--- config.mk ---
export PLATFORM = sky130hd
export DESIGN_NAME = qwb_result_update
export DESIGN_NICKNAME = d
export VERILOG_FILES = /design/src/rtl/qwb_pkg.sv /design/src/rtl/qwb_classify.sv /design/src/rtl/qwb_progress.sv /design/src/rtl/qwb_status.sv /design/src/rtl/qwb_result_update.sv
export SDC_FILE = /design/constraint.sdc
export NUM_CORES = 1
export LEC_CHECK = 0
export ABC_AREA = 1
export BUFFER_PORTS_ARGS = -buffer_cell sky130_fd_sc_hd__buf_4
export CORE_ASPECT_RATIO = 0.75
export CORE_UTILIZATION = 35
export DETAILED_ROUTE_END_ITERATION = 8
export GPL_TIMING_DRIVEN = 1
export PLACE_DENSITY_LB_ADDON = 0.1
export SYNTH_ARGS = -nofsm -noshare
export SYNTH_HDL_FRONTEND = slang
export SYNTH_SLANG_ARGS = --single-unit
--- constraint.sdc ---
create_clock -name clk -period 7.4 [get_ports clk]
set_input_delay 1.48 -clock clk [delete_from_list [all_inputs] [get_ports clk]]
set_output_delay 1.48 -clock clk [all_outputs]
set_load 0.01 [all_outputs]
--- src/rtl/qwb_pkg.sv ---
package qwb_pkg;
  typedef enum logic [1:0] {
    HS_ACK   = 2'd0,
    HS_NAK   = 2'd1,
    HS_STALL = 2'd2,
    HS_XERR  = 2'd3
  } hs_e;

  typedef struct packed {
    logic halt;
    logic progress;
    logic short_pkt;
    logic babble;
    logic wb;
  } cls_t;

  localparam logic [1:0] CERR_FULL = 2'd3;
endpackage

--- src/rtl/qwb_classify.sv ---
module qwb_classify
  import qwb_pkg::*;
#(
  parameter int BW = 15,
  parameter int MW = 11,
  parameter int RW = 4
) (
  input  logic          dir_in,
  input  logic [1:0]    hs,
  input  logic [BW-1:0] rx_cnt,
  input  logic [BW-1:0] bytes,
  input  logic [MW-1:0] max_pkt,
  input  logic [1:0]    cerr,
  input  logic [RW-1:0] nak_reload,
  output cls_t          cls,
  output logic [BW-1:0] moved,
  output logic [1:0]    cerr_n
);
  logic [BW-1:0] mpl_ext, lim;
  logic ack, nak, stall, xerr;

  always_comb begin
    mpl_ext = BW'(max_pkt);
    lim     = (mpl_ext < bytes) ? mpl_ext : bytes;
    ack     = (hs == HS_ACK);
    nak     = (hs == HS_NAK);
    stall   = (hs == HS_STALL);
    xerr    = (hs == HS_XERR);
    moved   = dir_in ? rx_cnt : lim;
    cls.babble   = ack && dir_in && (rx_cnt > lim);
    cls.progress = ack && !cls.babble;
    cls.short_pkt = cls.progress && dir_in && (moved < mpl_ext);
    if (xerr)              cerr_n = (cerr == 2'd0) ? 2'd0 : cerr - 2'd1;
    else if (cls.progress) cerr_n = CERR_FULL;
    else                   cerr_n = cerr;
    cls.halt = stall || cls.babble || (xerr && (cerr_n == 2'd0));
    cls.wb   = !(nak && (nak_reload == '0));
  end

  always_comb begin
    a_r6_babble_halts: assert (!cls.babble || cls.halt);
    a_r3_halt_not_progress: assert (!(cls.halt && cls.progress));
  end
endmodule

--- src/rtl/qwb_progress.sv ---
module qwb_progress #(
  parameter int BW = 15,
  parameter int OW = 12,
  parameter int PW = 3
) (
  input  logic          go,
  input  logic [BW-1:0] moved,
  input  logic [BW-1:0] bytes,
  input  logic [PW-1:0] page,
  input  logic [OW-1:0] offset,
  input  logic          toggle,
  output logic [BW-1:0] bytes_n,
  output logic [PW-1:0] page_n,
  output logic [OW-1:0] offset_n,
  output logic          toggle_n,
  output logic          done
);
  logic [BW:0] sum;

  always_comb begin
    sum = (BW+1)'(offset) + (BW+1)'(moved);
    if (go) begin
      bytes_n  = bytes - moved;
      offset_n = OW'(sum);
      page_n   = page + PW'(sum >> OW);
      toggle_n = !toggle;
    end else begin
      bytes_n  = bytes;
      offset_n = offset;
      page_n   = page;
      toggle_n = toggle;
    end
    done = go && (bytes_n == '0);
  end

  always_comb begin
    a_r4_frozen_when_idle: assert (go || (bytes_n == bytes && offset_n == offset));
  end
endmodule

--- src/rtl/qwb_status.sv ---
module qwb_status (
  input  logic clk,
  input  logic rst_n,
  input  logic set,
  input  logic clr,
  input  logic en,
  input  logic tick,
  output logic sts,
  output logic irq
);
  logic sts_n;

  always_comb sts_n = set || (sts && !clr);

  always_ff @(posedge clk or negedge rst_n) begin
    if (!rst_n) begin
      sts <= 1'b0;
      irq <= 1'b0;
    end else begin
      sts <= sts_n;
      irq <= en && sts_n && (irq || (tick && sts));
    end
  end

  a_r10_set_wins: assert property (@(posedge clk) disable iff (!rst_n)
    set |=> sts);
  a_r11_irq_needs_sts: assert property (@(posedge clk) disable iff (!rst_n)
    irq |-> sts);
  a_r11_irq_on_tick: assert property (@(posedge clk) disable iff (!rst_n)
    $rose(irq) |-> $past(tick));
endmodule

--- src/rtl/qwb_result_update.sv ---
module qwb_result_update
  import qwb_pkg::*;
#(
  parameter int BW = 15,
  parameter int MW = 11,
  parameter int OW = 12,
  parameter int PW = 3,
  parameter int RW = 4
) (
  input  logic          clk,
  input  logic          rst_n,
  input  logic          res_valid,
  output logic          res_ready,
  input  logic          res_dir_in,
  input  logic [1:0]    res_hs,
  input  logic [BW-1:0] res_rx_cnt,
  input  logic          cur_toggle,
  input  logic [1:0]    cur_cerr,
  input  logic [BW-1:0] cur_bytes,
  input  logic [PW-1:0] cur_page,
  input  logic [OW-1:0] cur_offset,
  input  logic [MW-1:0] max_pkt,
  input  logic [RW-1:0] nak_reload,
  input  logic          hs_ep,
  output logic          upd_valid,
  input  logic          upd_ready,
  output logic          upd_wb,
  output logic          upd_active,
  output logic          upd_halted,
  output logic [1:0]    upd_cerr,
  output logic          upd_toggle,
  output logic [BW-1:0] upd_bytes,
  output logic [PW-1:0] upd_page,
  output logic [OW-1:0] upd_offset,
  output logic          upd_short,
  output logic          upd_split,
  input  logic          err_int_en,
  input  logic          thresh_tick,
  input  logic          err_clr,
  output logic          err_sts,
  output logic          irq
);
  cls_t          cls;
  logic [BW-1:0] moved, bytes_n;
  logic [1:0]    cerr_n;
  logic [PW-1:0] page_n;
  logic [OW-1:0] offset_n;
  logic          toggle_n, done, accept;

  assign res_ready = !upd_valid || upd_ready;
  assign accept    = res_valid && res_ready;

  qwb_classify #(.BW(BW), .MW(MW), .RW(RW)) u_cls (
    .dir_in(res_dir_in), .hs(res_hs), .rx_cnt(res_rx_cnt), .bytes(cur_bytes),
    .max_pkt(max_pkt), .cerr(cur_cerr), .nak_reload(nak_reload),
    .cls(cls), .moved(moved), .cerr_n(cerr_n)
  );

  qwb_progress #(.BW(BW), .OW(OW), .PW(PW)) u_prog (
    .go(cls.progress), .moved(moved), .bytes(cur_bytes), .page(cur_page),
    .offset(cur_offset), .toggle(cur_toggle), .bytes_n(bytes_n),
    .page_n(page_n), .offset_n(offset_n), .toggle_n(toggle_n), .done(done)
  );

  qwb_status u_sts (
    .clk(clk), .rst_n(rst_n), .set(accept && cls.halt), .clr(err_clr),
    .en(err_int_en), .tick(thresh_tick), .sts(err_sts), .irq(irq)
  );

  always_ff @(posedge clk or negedge rst_n) begin
    if (!rst_n) begin
      upd_valid <= 1'b0;
    end else begin
      upd_valid <= accept || (upd_valid && !upd_ready);
    end
  end

  always_ff @(posedge clk) begin
    if (accept) begin
      upd_wb     <= cls.wb;
      upd_halted <= cls.halt;
      upd_active <= !cls.halt && !cls.short_pkt && !done;
      upd_cerr   <= cerr_n;
      upd_toggle <= toggle_n;
      upd_bytes  <= bytes_n;
      upd_page   <= page_n;
      upd_offset <= offset_n;
      upd_short  <= cls.short_pkt;
      upd_split  <= !hs_ep;
    end
  end

  a_r1_valid_after_accept: assert property (@(posedge clk) disable iff (!rst_n)
    accept |=> upd_valid);
  a_r13_hold: assert property (@(posedge clk) disable iff (!rst_n)
    (upd_valid && !upd_ready) |=> (upd_valid && $stable(upd_bytes) && $stable(upd_offset)
                                   && $stable(upd_halted) && $stable(upd_wb)));
  a_r3_halt_clears_active: assert property (@(posedge clk) disable iff (!rst_n)
    (upd_valid && upd_halted) |-> !upd_active);
  a_r4_halt_keeps_bytes: assert property (@(posedge clk) disable iff (!rst_n)
    (accept && res_hs == HS_STALL) |=> (upd_bytes == $past(cur_bytes)
                                        && upd_toggle == $past(cur_toggle)));
  a_r10_halt_sets_sts: assert property (@(posedge clk) disable iff (!rst_n)
    (accept && res_hs == HS_STALL) |=> err_sts);
endmodule

== Word level (Yosys, flattened, before mapping) ==
Index checks and enable logic that the tools add are counted.

* Input port bits: 74
* Register bits after elaboration: 41
* Logic and storage cells: 70
* Output and inout bits: 42

* Equal/unequal tests: 3
* Mux-type cells: 9
* $add $sub $neg: 4
* Reductions and logical operators: 38
* Order comparisons: 3

{| class="wikitable"
|+ Operators with widths
! kind !! number
|-
| two-way mux 15 bit || 3
|-
| logical AND 1 bit || 17
|-
| adder 12 x 15 -> 15 bit || 1
|-
| > comparator 15 bit || 1
|-
| logical NOT 15 bit || 1
|-
| < comparator 11 x 15 -> 1 bit || 1
|-
| < comparator 15 x 11 -> 1 bit || 1
|-
| subtractor 15 bit || 1
|-
| two-way mux 12 bit || 1
|-
| logical NOT 1 bit || 10
|-
| logical NOT 2 bit || 3
|-
| logical OR 1 bit || 6
|-
| two-way mux 2 bit || 3
|-
| == test 2 bit, second input constant || 2
|-
| logical NOT 4 bit || 1
|-
| adder 3 bit || 1
|-
| two-way mux 3 bit || 1
|-
| == test 2 x 1 -> 1 bit, second input constant || 1
|-
| subtractor 2 x 1 -> 2 bit, second input constant || 1
|-
| two-way mux 1 bit || 1
|}

== Depth between registers and ports, before layout ==
* Depth after elaboration: 15
* Depth in mapped cells: 32
* Gate-level depth less buffers: 31

== Hierarchy ==
From an unflattened synthesis, not the netlist that was laid out.

* Cells, all modules: 664
* Area total of the unflattened synthesis: 4569.4 um^2

{| class="wikitable"
|+ Modules (own cells, without submodules)
! module !! area an instance (um^2) !! cells an instance !! instances
|-
| qwb_progress || 2021.9 || 383 || 1
|-
| qwb_classify || 1253.7 || 222 || 1
|-
| qwb_result_update || 1212.4 || 49 || 1
|-
| qwb_status || 81.3 || 10 || 1
|}

== Worst setup path after synthesis ==
Ideal clock, no wire load.

* Kind: input to register
* Start point: in cur_bytes[6]
* End point: reg upd_page[2] (data pin)
* Arrival time: 5.354 ns
* Setup slack: 1.789 ns
* Data required time: 7.142 ns
* Stages on the path: 29
* Library setup time: 0.258 ns
* Cell sequence: inv_1 ha_1 nand2_1 inv_1 a21oi_1 nand2_1 nand2_1 nand2_1 buf_2 o21ai_0 nand2_1 o21ai_0 inv_1 fa_1 nand3_1 nand3_1 a21oi_1 o21bai_1 nand3_1 nor2_1 nor2_1 o21ai_0 xor2_1 ha_1 fa_1 xnor2_1 xor2_1 nand2_1 xnor2_1

* Cells in the longest elaborated chain, start to end: 7

{| class="wikitable"
|+ Ends and longest elaborated chain
! element !! RTL line !! RTL
|-
| start, declared || qwb_result_update.sv:19 || <nowiki>input logic [BW-1:0] cur_bytes,</nowiki>
|-
| < comparator 11 x 15 -> 1 bit || qwb_classify.sv:24 || <nowiki>lim = (mpl_ext < bytes) ? mpl_ext : bytes;</nowiki>
|-
| two-way mux 15 bit * || qwb_classify.sv:24 ||
|-
| branches (longest 4 deep; another with adder 12 x 15 -> 15 bit) || - ||
|-
| two-way mux 3 bit * || qwb_progress.sv:22 || <nowiki>if (go) begin</nowiki>
|-
| via page_n[2] || qwb_result_update.sv:46 || <nowiki>logic [PW-1:0] page_n;</nowiki>
|-
| end signal, assigned || qwb_result_update.sv:86 || <nowiki>upd_page <= page_n;</nowiki>
|-
| end, declared || qwb_result_update.sv:33 || <nowiki>output logic [PW-1:0] upd_page,</nowiki>
|}

Mark *: on every way through the listed nets, which the timed path passes.
A chain may end at the register's enable or synchronous reset.

== Worst setup path after layout ==
Ends and elaborated chain as after synthesis.

==> flow_metrics.tcl <==
set metrics [dict create \
    outcome "finished with violations" \
    violations "design-rule violations" \
    wl_per_cell_um 14.3 \
    combPwrFrac_pct 36.7 \
    endpoint_kind "register" \
    power_frac_seq_pct 30.8 \
    drc 2 \
    hold_depth 2 \
    drtIter0Drc 246 \
    tritoncts "yes" \
    synth_common_cells "nand2_1, inv_1, ha_1" \
    grt_pass1_wl_um 20200 \
    synth.area.top_cells "edfxtp_1, ha_1, nand2_1" \
    hold_path_end "u_sts.irq" \
    fillers 1274 \
    start_util_pct 36.0 \
    maxCapViolations 0 \
    grt_use_met1_pct 28.7 \
    n_antenna_cell 0 \
    pwr-share-clk_pct 32.5 \
    core_mm2 0.0123 \
    required_ns 7.45 \
    hpwl_um 10700 \
    synthMostInstantiatedCell "nand2_1" \
    start_kind "input pin" \
    clock.fmax_mhz 159 \
    slew_headroom_pct 62.0 \
    tightestPinTransition_ns 0.569 \
    switchingPower_uw 301 \
    gp_routability_congestion 0.871 \
    worst-endpoint-arrival_ns 6.32 \
    grt-ovfl-total 0 \
    cts_made_buffers 5 \
    hold_start "u_sts.irq" \
    finClkSkew_ns 0.00479 \
    crit_type "input pin to register" \
    cp-startpoint "cur_bytes[6]" \
    synth.top_cell.area_share_pct 25.9 \
    avgViaCountPerCell 4.77 \
    hp-class "register to register" \
    period_minus_slack_ns 6.27 \
    top_usage_layer "met2" \
    ir_worst_vdd_mv 0.0824 \
    synth_seq_area_share_pct 27.6 \
    worstSkewPairLatency_ns 0.29 \
    die_height_um 99.2 \
    rsz0062_at_grt "false" \
    cpMostUsedCell "nand2_1" \
    holdBufCountCts 0 \
    r2r-start "upd_valid" \
    grt_max_degree 51 \
    clockRootBuffer "clkbuf_16" \
    synth_area_mm2 0.00441 \
    slowest_delay_ns 0.47 \
    sw_frac_of_total_pct 33.0 \
    firstDrtPassIters 7 \
    crit_slowest_cell "fa_1" \
    rows 35 \
    die_x_um 132 \
    finalHoldViolCount 0 \
    h-tree-depth 2 \
    slew_viol_final 0 \
    port_buffers 115 \
    setup-violations-final 0 \
    r2r-end "u_sts.irq" \
    vias 4228 \
    intPower_uw 611 \
    antenna_found_initial 0 \
    clk_pin_slew_ns 0.07 \
    yosysTopAreaCell "edfxtp_1" \
    synth_edf_count 38 \
    power_uw 911 \
    syn_to_final_growth_pct 27.8 \
    grtUsageMet3_pct 4.13 \
    power.leakage_nw 2.88 \
    cts_sinks 41 \
    hold_ws_ns 0.521 \
    grt_pass1_vias 3971 \
    die_area_mm2 0.0131 \
    post-route-period-util_pct 84.7 \
    finalSetupTns_ns 0 \
    met2_usage_pct 29.9 \
    grtUsageTotal_pct 19.9 \
    worst-r2r-setup-slack_ns 5.67 \
    power_density_mw_per_mm2 162 \
    final_cells 887 \
    final_nets 859 \
    r2r_cells 6 \
    placedCellCount 879 \
    path_max_fanout 21 \
    drt_wl_total_um 12700 \
    synthArstFlopShare_pct 7.32 \
    postCtsSetupBuffers 0 \
    synth-main-ff-cell "edfxtp_1" \
    synth_seq_cells 41 \
    cp_top_family "adder cells" \
    io_pins 116 \
    antenna_left 0 \
    synth_area_per_cell_um2 7.29 \
    ctsResizeCount 0 \
    drive_above_1_share_pct 20.7 \
    clock_path_buffers 2 \
    critPathBufInv 4 \
    synth_cells 605 \
    yosysWarnings 0 \
    yosysUniqueCellTypes 41 \
]
[worst register-to-register path: stages, from the launching register on]
cell and delay, ns:
dfrtp_1 0.42, a21oi_4 0.45, buf_4 0.44, a22oi_1 0.13, inv_1 0.10, nand2_1 0.05, nor2_1 0.08
[routing by layer]
| layer | up-vias | wire, um |
|---|---|---|
| met4 | 0 | 106 |
| met2 | 119 | 5230 |
| li1 | 2229 | - |
| met1 | 1874 | 6670 |
| met5 | - | 0 |
| met3 | 6 | 667 |
[cell usage in the layout (no fill, tap or decap), types with 2 or more instances in the layout]
cell and instances:
nand3_1 30, o21ai_2 7, a21oi_1 36, clkbuf_16 5, inv_1 81, nand2_2 9, ha_1 62, o21ai_1 5
buf_4 116, nor4_1 2, a21o_1 2, nor2_2 2, xnor2_1 14, xor2_1 10, bufinv_16 2, o21ai_0 43
edfxtp_1 38, nand4_1 7, fa_1 3, conb_1 4, dfrtp_1 3, nor2_1 46, nand2_1 175
[registers in the layout, indices dropped and copies added, names as in the netlist]
| register | cells |
|---|---|
| u_sts.sts | 1 |
| upd_active | 1 |
| upd_short | 1 |
| upd_bytes | 15 |
| u_sts.irq | 1 |
| upd_wb | 1 |
| upd_halted | 1 |
| upd_toggle | 1 |
| upd_page | 3 |
| upd_split | 1 |
| upd_offset | 12 |
| upd_cerr | 2 |
| upd_valid | 1 |
[kinds of logic after synthesis]
family          count (synthesis)  synth area share (%)
simple gates                  279                  27.2
compound gates                102                  12.8
buf+inv                        93                  8.65
fa+ha+maj                      65                  19.0
flops                          41                  27.6
xor+xnor                       24                  4.77
other cells                     1                0.0850
[per-stage QoR]
stage,util (%),area [um2],worst slack [ns]
floorplan,-,4420,1.79
detailed placement,44.4,5440,0.827
CTS,45.9,5630,1.13
global placement,44.4,5440,1.01
global route,45.9,5630,0.607
finish,45.9,5630,1.13
[worst max-delay path by stage]
stage,endpoint,cells after the start
2_1_floorplan,upd_page[2],29
3_3_place_gp,upd_page[2],29
3_5_place_dp,upd_page[2],29
4_1_cts,upd_page[2],29
5_1_grt,upd_page[2],29
6_report,upd_page[2],29
[final cells by class]
| type | count | area [um2] | share of cell area [%] |
|---|---|---|---|
| multi-input combinational | 474 | 2830 | 50.3 |
| sequential | 41 | 1220 | 21.6 |
| timing repair buffer | 116 | 871 | 15.5 |
| inverter | 82 | 310 | 5.51 |
| tap | 166 | 208 | 3.69 |
| clock buffer | 5 | 125 | 2.22 |
| clock inverter | 3 | 68.8 | 1.22 |
[power by group through the flow]
| stage | clock network, mW | logic, mW | registers [mW] |
|---|---|---|---|
| 2_1_floorplan | 0 | 0.207 | 0.295 |
| 3_3_place_gp | 0 | 0.332 | 0.285 |
| 3_5_place_dp | 0 | 0.334 | 0.286 |
| 4_1_cts | 0.303 | 0.337 | 0.281 |
| 5_1_grt | 0.313 | 0.377 | 0.282 |
| 6_report | 0.296 | 0.334 | 0.281 |
Power figures use the tool's default switching activity.
